[src/rtl/csa_pkg.sv]
package csa_pkg;

    localparam int unsigned ADDR_W    = 24;
    localparam int unsigned BASE_W    = 8;
    localparam int unsigned NUM_WIN   = 4;
    localparam int unsigned WIN_IDX_W = $clog2(NUM_WIN);
    localparam int unsigned LARGE_LO  = 2;  // first window that uses the large size scale
    localparam int unsigned SMALL_SH  = 0;  // extra low bits dropped for small windows
    localparam int unsigned LARGE_SH  = 4;  // extra low bits dropped for large windows

    typedef enum logic [1:0] {
        RK_ENABLE = 2'd0,
        RK_BASE   = 2'd1,
        RK_CONFIG = 2'd2,
        RK_NONE   = 2'd3
    } reg_kind_e;

    typedef struct packed {
        logic [1:0] size;
        logic       wide;
        logic       wr_ok;
        logic [3:0] acc_type;
    } win_cfg_t;

    typedef enum logic [1:0] {
        AT_NORMAL,
        AT_MASK,
        AT_ILLEGAL
    } acc_class_e;

    function automatic acc_class_e classify(input logic [3:0] t);
        if (t == 4'b1111)
            return AT_MASK;
        else if (t[3] || t[1])
            return AT_ILLEGAL;
        else
            return AT_NORMAL;
    endfunction

    function automatic logic [BASE_W-1:0] base_mask(input logic [3:0] shift, input logic [1:0] code);
        logic [3:0] amt;
        logic [BASE_W-1:0] ones;
        amt  = shift + {2'b00, code};
        ones = '1;
        return ones << amt;
    endfunction

endpackage

[src/rtl/csa_regs.sv]
module csa_regs
    import csa_pkg::*;
#(
    parameter int unsigned N_WIN = NUM_WIN
) (
    input  logic                       clk,
    input  logic                       rst,
    input  logic                       reg_we,
    input  logic [1:0]                 reg_kind,
    input  logic [WIN_IDX_W-1:0]       reg_win,
    input  logic [BASE_W-1:0]          reg_wdata,
    output logic [N_WIN-1:0]           win_en,
    output logic [N_WIN-1:0][BASE_W-1:0] win_base,
    output win_cfg_t [N_WIN-1:0]       win_cfg
);

    reg_kind_e kind;
    assign kind = reg_kind_e'(reg_kind);

    always_ff @(posedge clk) begin
        if (rst) begin
            win_en <= '0;
        end else if (reg_we && kind == RK_ENABLE) begin
            win_en <= reg_wdata[N_WIN-1:0];
        end
    end

    for (genvar i = 0; i < N_WIN; i++) begin : g_win_regs
        always_ff @(posedge clk) begin
            if (rst) begin
                win_base[i] <= '0;
                win_cfg[i]  <= '0;
            end else if (reg_we && reg_win == WIN_IDX_W'(i)) begin
                if (kind == RK_BASE)
                    win_base[i] <= reg_wdata;
                else if (kind == RK_CONFIG)
                    win_cfg[i] <= win_cfg_t'(reg_wdata);
            end
        end
    end

endmodule

[src/rtl/csa_win_match.sv]
module csa_win_match
    import csa_pkg::*;
#(
    parameter int unsigned SHIFT = SMALL_SH
) (
    input  logic              enable,
    input  logic [BASE_W-1:0] base,
    input  win_cfg_t          cfg,
    input  logic [BASE_W-1:0] addr_hi,
    output logic              hit,
    output logic              illegal
);

    logic [BASE_W-1:0] mask;
    acc_class_e        cls;

    always_comb begin
        mask    = base_mask(4'(SHIFT), cfg.size);
        cls     = classify(cfg.acc_type);
        illegal = (cls == AT_ILLEGAL);
        hit     = enable && (cls == AT_NORMAL) && ((addr_hi & mask) == (base & mask));
    end

endmodule

[src/rtl/csa_prio.sv]
module csa_prio
    import csa_pkg::*;
#(
    parameter int unsigned N_WIN = NUM_WIN
) (
    input  logic [N_WIN-1:0]     req,
    output logic [N_WIN-1:0]     grant,
    output logic [WIN_IDX_W-1:0] grant_idx,
    output logic                 any
);

    always_comb begin
        grant     = '0;
        grant_idx = '0;
        any       = 1'b0;
        for (int i = 0; i < N_WIN; i++) begin
            if (req[i] && !any) begin
                grant[i]  = 1'b1;
                grant_idx = WIN_IDX_W'(i);
                any       = 1'b1;
            end
        end
    end

endmodule

[src/rtl/csa_decoder.sv]
module csa_decoder
    import csa_pkg::*;
(
    input  logic               clk,
    input  logic               rst,
    input  logic               reg_we,
    input  logic [1:0]         reg_kind,
    input  logic [1:0]         reg_win,
    input  logic [7:0]         reg_wdata,
    input  logic               acc_valid,
    input  logic               acc_write,
    input  logic [23:0]        acc_addr,
    output logic [3:0]         cs_n,
    output logic               bus_wide,
    output logic               wprot_err,
    output logic [3:0]         type_bad
);

    logic [NUM_WIN-1:0]             win_en;
    logic [NUM_WIN-1:0][BASE_W-1:0] win_base;
    win_cfg_t [NUM_WIN-1:0]         win_cfg;

    logic [NUM_WIN-1:0]   hit;
    logic [NUM_WIN-1:0]   illegal;
    logic [NUM_WIN-1:0]   grant;
    logic [WIN_IDX_W-1:0] grant_idx;
    logic                 any_hit;
    logic [BASE_W-1:0]    addr_hi;
    logic                 blocked;

    assign addr_hi = acc_addr[ADDR_W-1 -: BASE_W];

    csa_regs #(.N_WIN(NUM_WIN)) u_regs (
        .clk       (clk),
        .rst       (rst),
        .reg_we    (reg_we),
        .reg_kind  (reg_kind),
        .reg_win   (reg_win),
        .reg_wdata (reg_wdata),
        .win_en    (win_en),
        .win_base  (win_base),
        .win_cfg   (win_cfg)
    );

    for (genvar i = 0; i < NUM_WIN; i++) begin : g_match
        localparam int unsigned SH = (i < LARGE_LO) ? SMALL_SH : LARGE_SH;
        csa_win_match #(.SHIFT(SH)) u_match (
            .enable  (win_en[i] && acc_valid),
            .base    (win_base[i]),
            .cfg     (win_cfg[i]),
            .addr_hi (addr_hi),
            .hit     (hit[i]),
            .illegal (illegal[i])
        );
    end

    csa_prio #(.N_WIN(NUM_WIN)) u_prio (
        .req       (hit),
        .grant     (grant),
        .grant_idx (grant_idx),
        .any       (any_hit)
    );

    assign blocked = any_hit && acc_write && !win_cfg[grant_idx].wr_ok;

    always_ff @(posedge clk) begin
        if (rst) begin
            cs_n      <= '1;
            bus_wide  <= 1'b0;
            wprot_err <= 1'b0;
        end else begin
            cs_n      <= blocked ? '1 : ~grant;
            bus_wide  <= any_hit && !blocked && win_cfg[grant_idx].wide;
            wprot_err <= blocked;
        end
    end

    assign type_bad = illegal;

endmodule

[config.mk]
export PLATFORM = sky130hd
export DESIGN_NAME = csa_decoder
export DESIGN_NICKNAME = d
export VERILOG_FILES = /design/src/rtl/csa_pkg.sv /design/src/rtl/csa_regs.sv /design/src/rtl/csa_win_match.sv /design/src/rtl/csa_prio.sv /design/src/rtl/csa_decoder.sv
export SDC_FILE = /design/constraint.sdc
export NUM_CORES = 1
export LEC_CHECK = 0
export BUFFER_PORTS_ARGS = -buffer_cell sky130_fd_sc_hd__buf_2
export CAP_MARGIN = 30
export CORE_UTILIZATION = 59
export DETAILED_ROUTE_END_ITERATION = 8
export PLACE_DENSITY = 0.89
export SYNTH_ARGS = -nofsm -noshare
export SYNTH_HDL_FRONTEND = slang
export SYNTH_SLANG_ARGS = --single-unit
[constraint.sdc]
create_clock -name clk -period 2.86 [get_ports clk]
set_clock_uncertainty 0.1 [all_clocks]
set_input_delay 0.286 -clock clk [delete_from_list [all_inputs] [get_ports clk]]
set_output_delay 0.286 -clock clk [all_outputs]
set_load 0.05 [all_outputs]
==> flow_metrics.py <==
metrics = {
    "layout": {
        "final_nets": 371,
        "final_common_cell": "nor2_1",
        "stdcell_count": 402,
        "fin_util": 0.700,
        "n_antenna_cell": 0,
        "design_area_mm2": 0.00330,
        "mostFrequentLayoutCells": "nor2_1, dfxtp_1, mux2i_1",
        "fillers": 347,
        "drive_gt1_frac": 0.170,
        "areaGrowthSynthToFinish_pct": 14.0,
    },
    "cts": {
        "clk_pin_slew_ns": 0.07,
        "cts_resized": 0,
        "clk_path_buf_depth": 2,
        "numCtsBuffers": 9,
        "clk_latency_ns": 0.34,
        "cts_root_buf": "clkbuf_8",
        "post_cts_buffers": 0,
        "cts_num_sinks": 66,
        "cts-htree-levels": 3,
        "ctsHoldBuffers": 0,
        "tritoncts": "built",
    },
    "place": {
        "dp_hpwl_um": 4330,
        "place_area_mm2": 0.00309,
        "pre_cts_ws_ns": 0.772,
        "portBuffers": 34,
        "dp.cells": 386,
        "gp_congestion": 0.803,
    },
    "critical_path": {
        "critPathKind": "flip-flop to flip-flop",
        "r2r_slack_ns": 0.84,
        "worst_ep_arrival_time_ns": 2.15,
        "crit_path_end_kind": "flip-flop",
        "timing.rr.start": "u_regs.win_cfg[3]$_SDFFE_PP0P_",
        "r2r-end": "bus_wide$_SDFF_PP0_",
        "critPathLaunchType": "flip-flop",
        "rr_worst_depth": 6,
        "path_max_fanout": 4,
        "worstPathRequired_ns": 2.99,
    },
    "grt": {
        "grt_max_degree": 46,
        "grt_antenna_before_repair": 0,
        "overflow": 0,
        "grt_pass1_wl_um": 9800,
        "grt_pass1_vias": 2076,
        "grt_usage": 0.251,
    },
    "drt": {
        "ant_nets": 0,
        "drtIter0Drc": 189,
        "wl_um": 6170,
        "viasPerCell": 5.55,
        "vias": 2233,
        "wl_per_cell_um": 15.3,
        "dr.pass1.iters": 4,
        "drc": 0,
    },
    "synth": {
        "ys_seq_area_frac": 0.456,
        "synth_mux_area_frac": 0.211,
        "synthSimpleGateAreaFrac": 0.169,
        "synthAdderAreaFrac": 0,
        "synth_xor_area_frac": 0.0725,
        "netlist_area_mm2": 0.00290,
        "netlist.area_leader.share": 0.456,
        "ys_types": 32,
        "synth_cells": 300,
        "synth_seq_cells": 66,
        "yosys_warnings": 0,
        "synth_edf_count": 0,
        "synth_top_area_cell": "dfxtp_1",
        "synth_top_family_by_area": "multiplexers",
        "ys_async_sr_fraction": 0,
        "synthTopCellsByArea": "dfxtp_1, mux2i_1, nor2_1",
        "syn_nets": 341,
        "syn_area_per_cell_um2": 9.66,
        "synth_compound_area_frac": 0.0544,
        "synth_ff_type": "dfxtp_1",
    },
    "floorplan": {
        "start_util": 0.614,
        "coreArea_mm2": 0.00472,
        "die_x_um": 72.1,
        "rows": 25,
        "dieArea_mm2": 0.00520,
        "io_pins": 51,
        "die_h_um": 72.1,
    },
    "timing": {
        "layout_min_cycle_time_ns": 2.02,
        "period_share": 0.708,
        "rsz0062_at_grt": "false",
        "maxSlewViolCount": 0,
        "tns_ns": 0,
        "holdWs_ns": 0.131,
        "tightest_slew_ns": 0.867,
        "fin_ws_ns": 0.836,
        "setup_viol": 0,
        "max_freq_mhz": 494,
        "finalHoldViolations": 0,
        "maxSlewHeadroom": 0.421,
    },
    "min_path": {
        "hold_depth": 3,
        "holdPathEnd": "cs_n[0]$_SDFF_PP1_",
        "hold_path.class": "input pin to flip-flop",
        "hold_start": "acc_write",
    },
    "status": {
        "status": "finished clean",
    },
    "power": {
        "power.leakage_nw": 1.39,
        "power.density_mw_per_mm2": 576,
        "finalPower_mw": 1.90,
        "ir_worst_vdd_mv": 0.308,
    },
    "flow_run": {
        "max-cap-violations": 0,
    },
}
==> state kept, by name, indices dropped and copies added (netlist names) <==
register         flops
u_regs.win_base     24
cs_n                 4
u_regs.win_en        4
bus_wide             1
wprot_err            1
u_regs.win_cfg      32
==> kinds of logic (layout without fill, tap and decap cells) <==
logic type / count (synthesis) / count (layout)
AO/OA/AOI/OAI: 20 / 20
XOR/XNOR: 24 / 24
buffers and inverters: 23 / 58
flip-flops: 66 / 66
multiplexers: 61 / 61
AND/OR/NAND/NOR: 106 / 106
==> layer usage <==
| metal | up-vias | global-route usage | wire [um] |
|---|---|---|---|
| met2 | 64 | 0.421 | 3030 |
| met5 | - | 0 | 0 |
| met4 | 0 | 0.0763 | 81 |
| li1 | 1085 | - | - |
| met3 | 13 | 0.0778 | 361 |
| met1 | 1071 | 0.311 | 2690 |
==> how the worst max path moves through the flow <==
stage               slack (ns)                   to                      startpoint
floorplan                 0.94  bus_wide$_SDFF_PP0_                    acc_addr[23]
global placement          0.80  bus_wide$_SDFF_PP0_                    acc_addr[23]
detailed placement        0.77  bus_wide$_SDFF_PP0_                    acc_addr[23]
CTS                       0.84  bus_wide$_SDFF_PP0_  u_regs.win_cfg[3]$_SDFFE_PP0P_
global route              0.78  bus_wide$_SDFF_PP0_  u_regs.win_cfg[3]$_SDFFE_PP0P_
finish                    0.84  bus_wide$_SDFF_PP0_  u_regs.win_cfg[3]$_SDFFE_PP0P_
==> worst max-delay path, stage by stage (launching register included) <==
cell,delay [ns]
dfxtp_1,0.34
nand4bb_1,0.20
a211o_1,0.30
or3_4,0.41
a31o_2,0.29
o21bai_4,0.18
o211a_1,0.10
==> Yosys cell counts, types with 2 or more instances <==
| master | number |
|---|---|
| xnor2_1 | 21 |
| a211o_1 | 2 |
| and4_1 | 3 |
| a21oi_1 | 4 |
| nand3_1 | 4 |
| buf_4 | 4 |
| dfxtp_1 | 66 |
| o211ai_1 | 3 |
| xor2_1 | 3 |
| nand2_1 | 5 |
| inv_1 | 4 |
| nand4_1 | 7 |
| o21ai_0 | 4 |
| mux2i_1 | 61 |
| nand4bb_1 | 2 |
| nor2_1 | 74 |
| nand3b_1 | 3 |
| clkbuf_1 | 14 |
| nor3b_1 | 3 |
==> final cells by class <==
cell class                 instances  area (um2)  share of cell area
multi-input combinational        211        1470               0.444
sequential                        66        1320               0.400
timing repair buffer              38         200              0.0606
clock buffer                      15         186              0.0564
tap                               67        83.8              0.0254
clock inverter                     1        30.0             0.00909
inverter                           4        15.0             0.00454
==> report_power, final <==
group,switching [mW],internal (mW)
Sequential,0.00775,0.931
Clock,0.330,0.499
Combinational,0.0819,0.0525
Note: power is estimated with default switching activity, not from simulation.
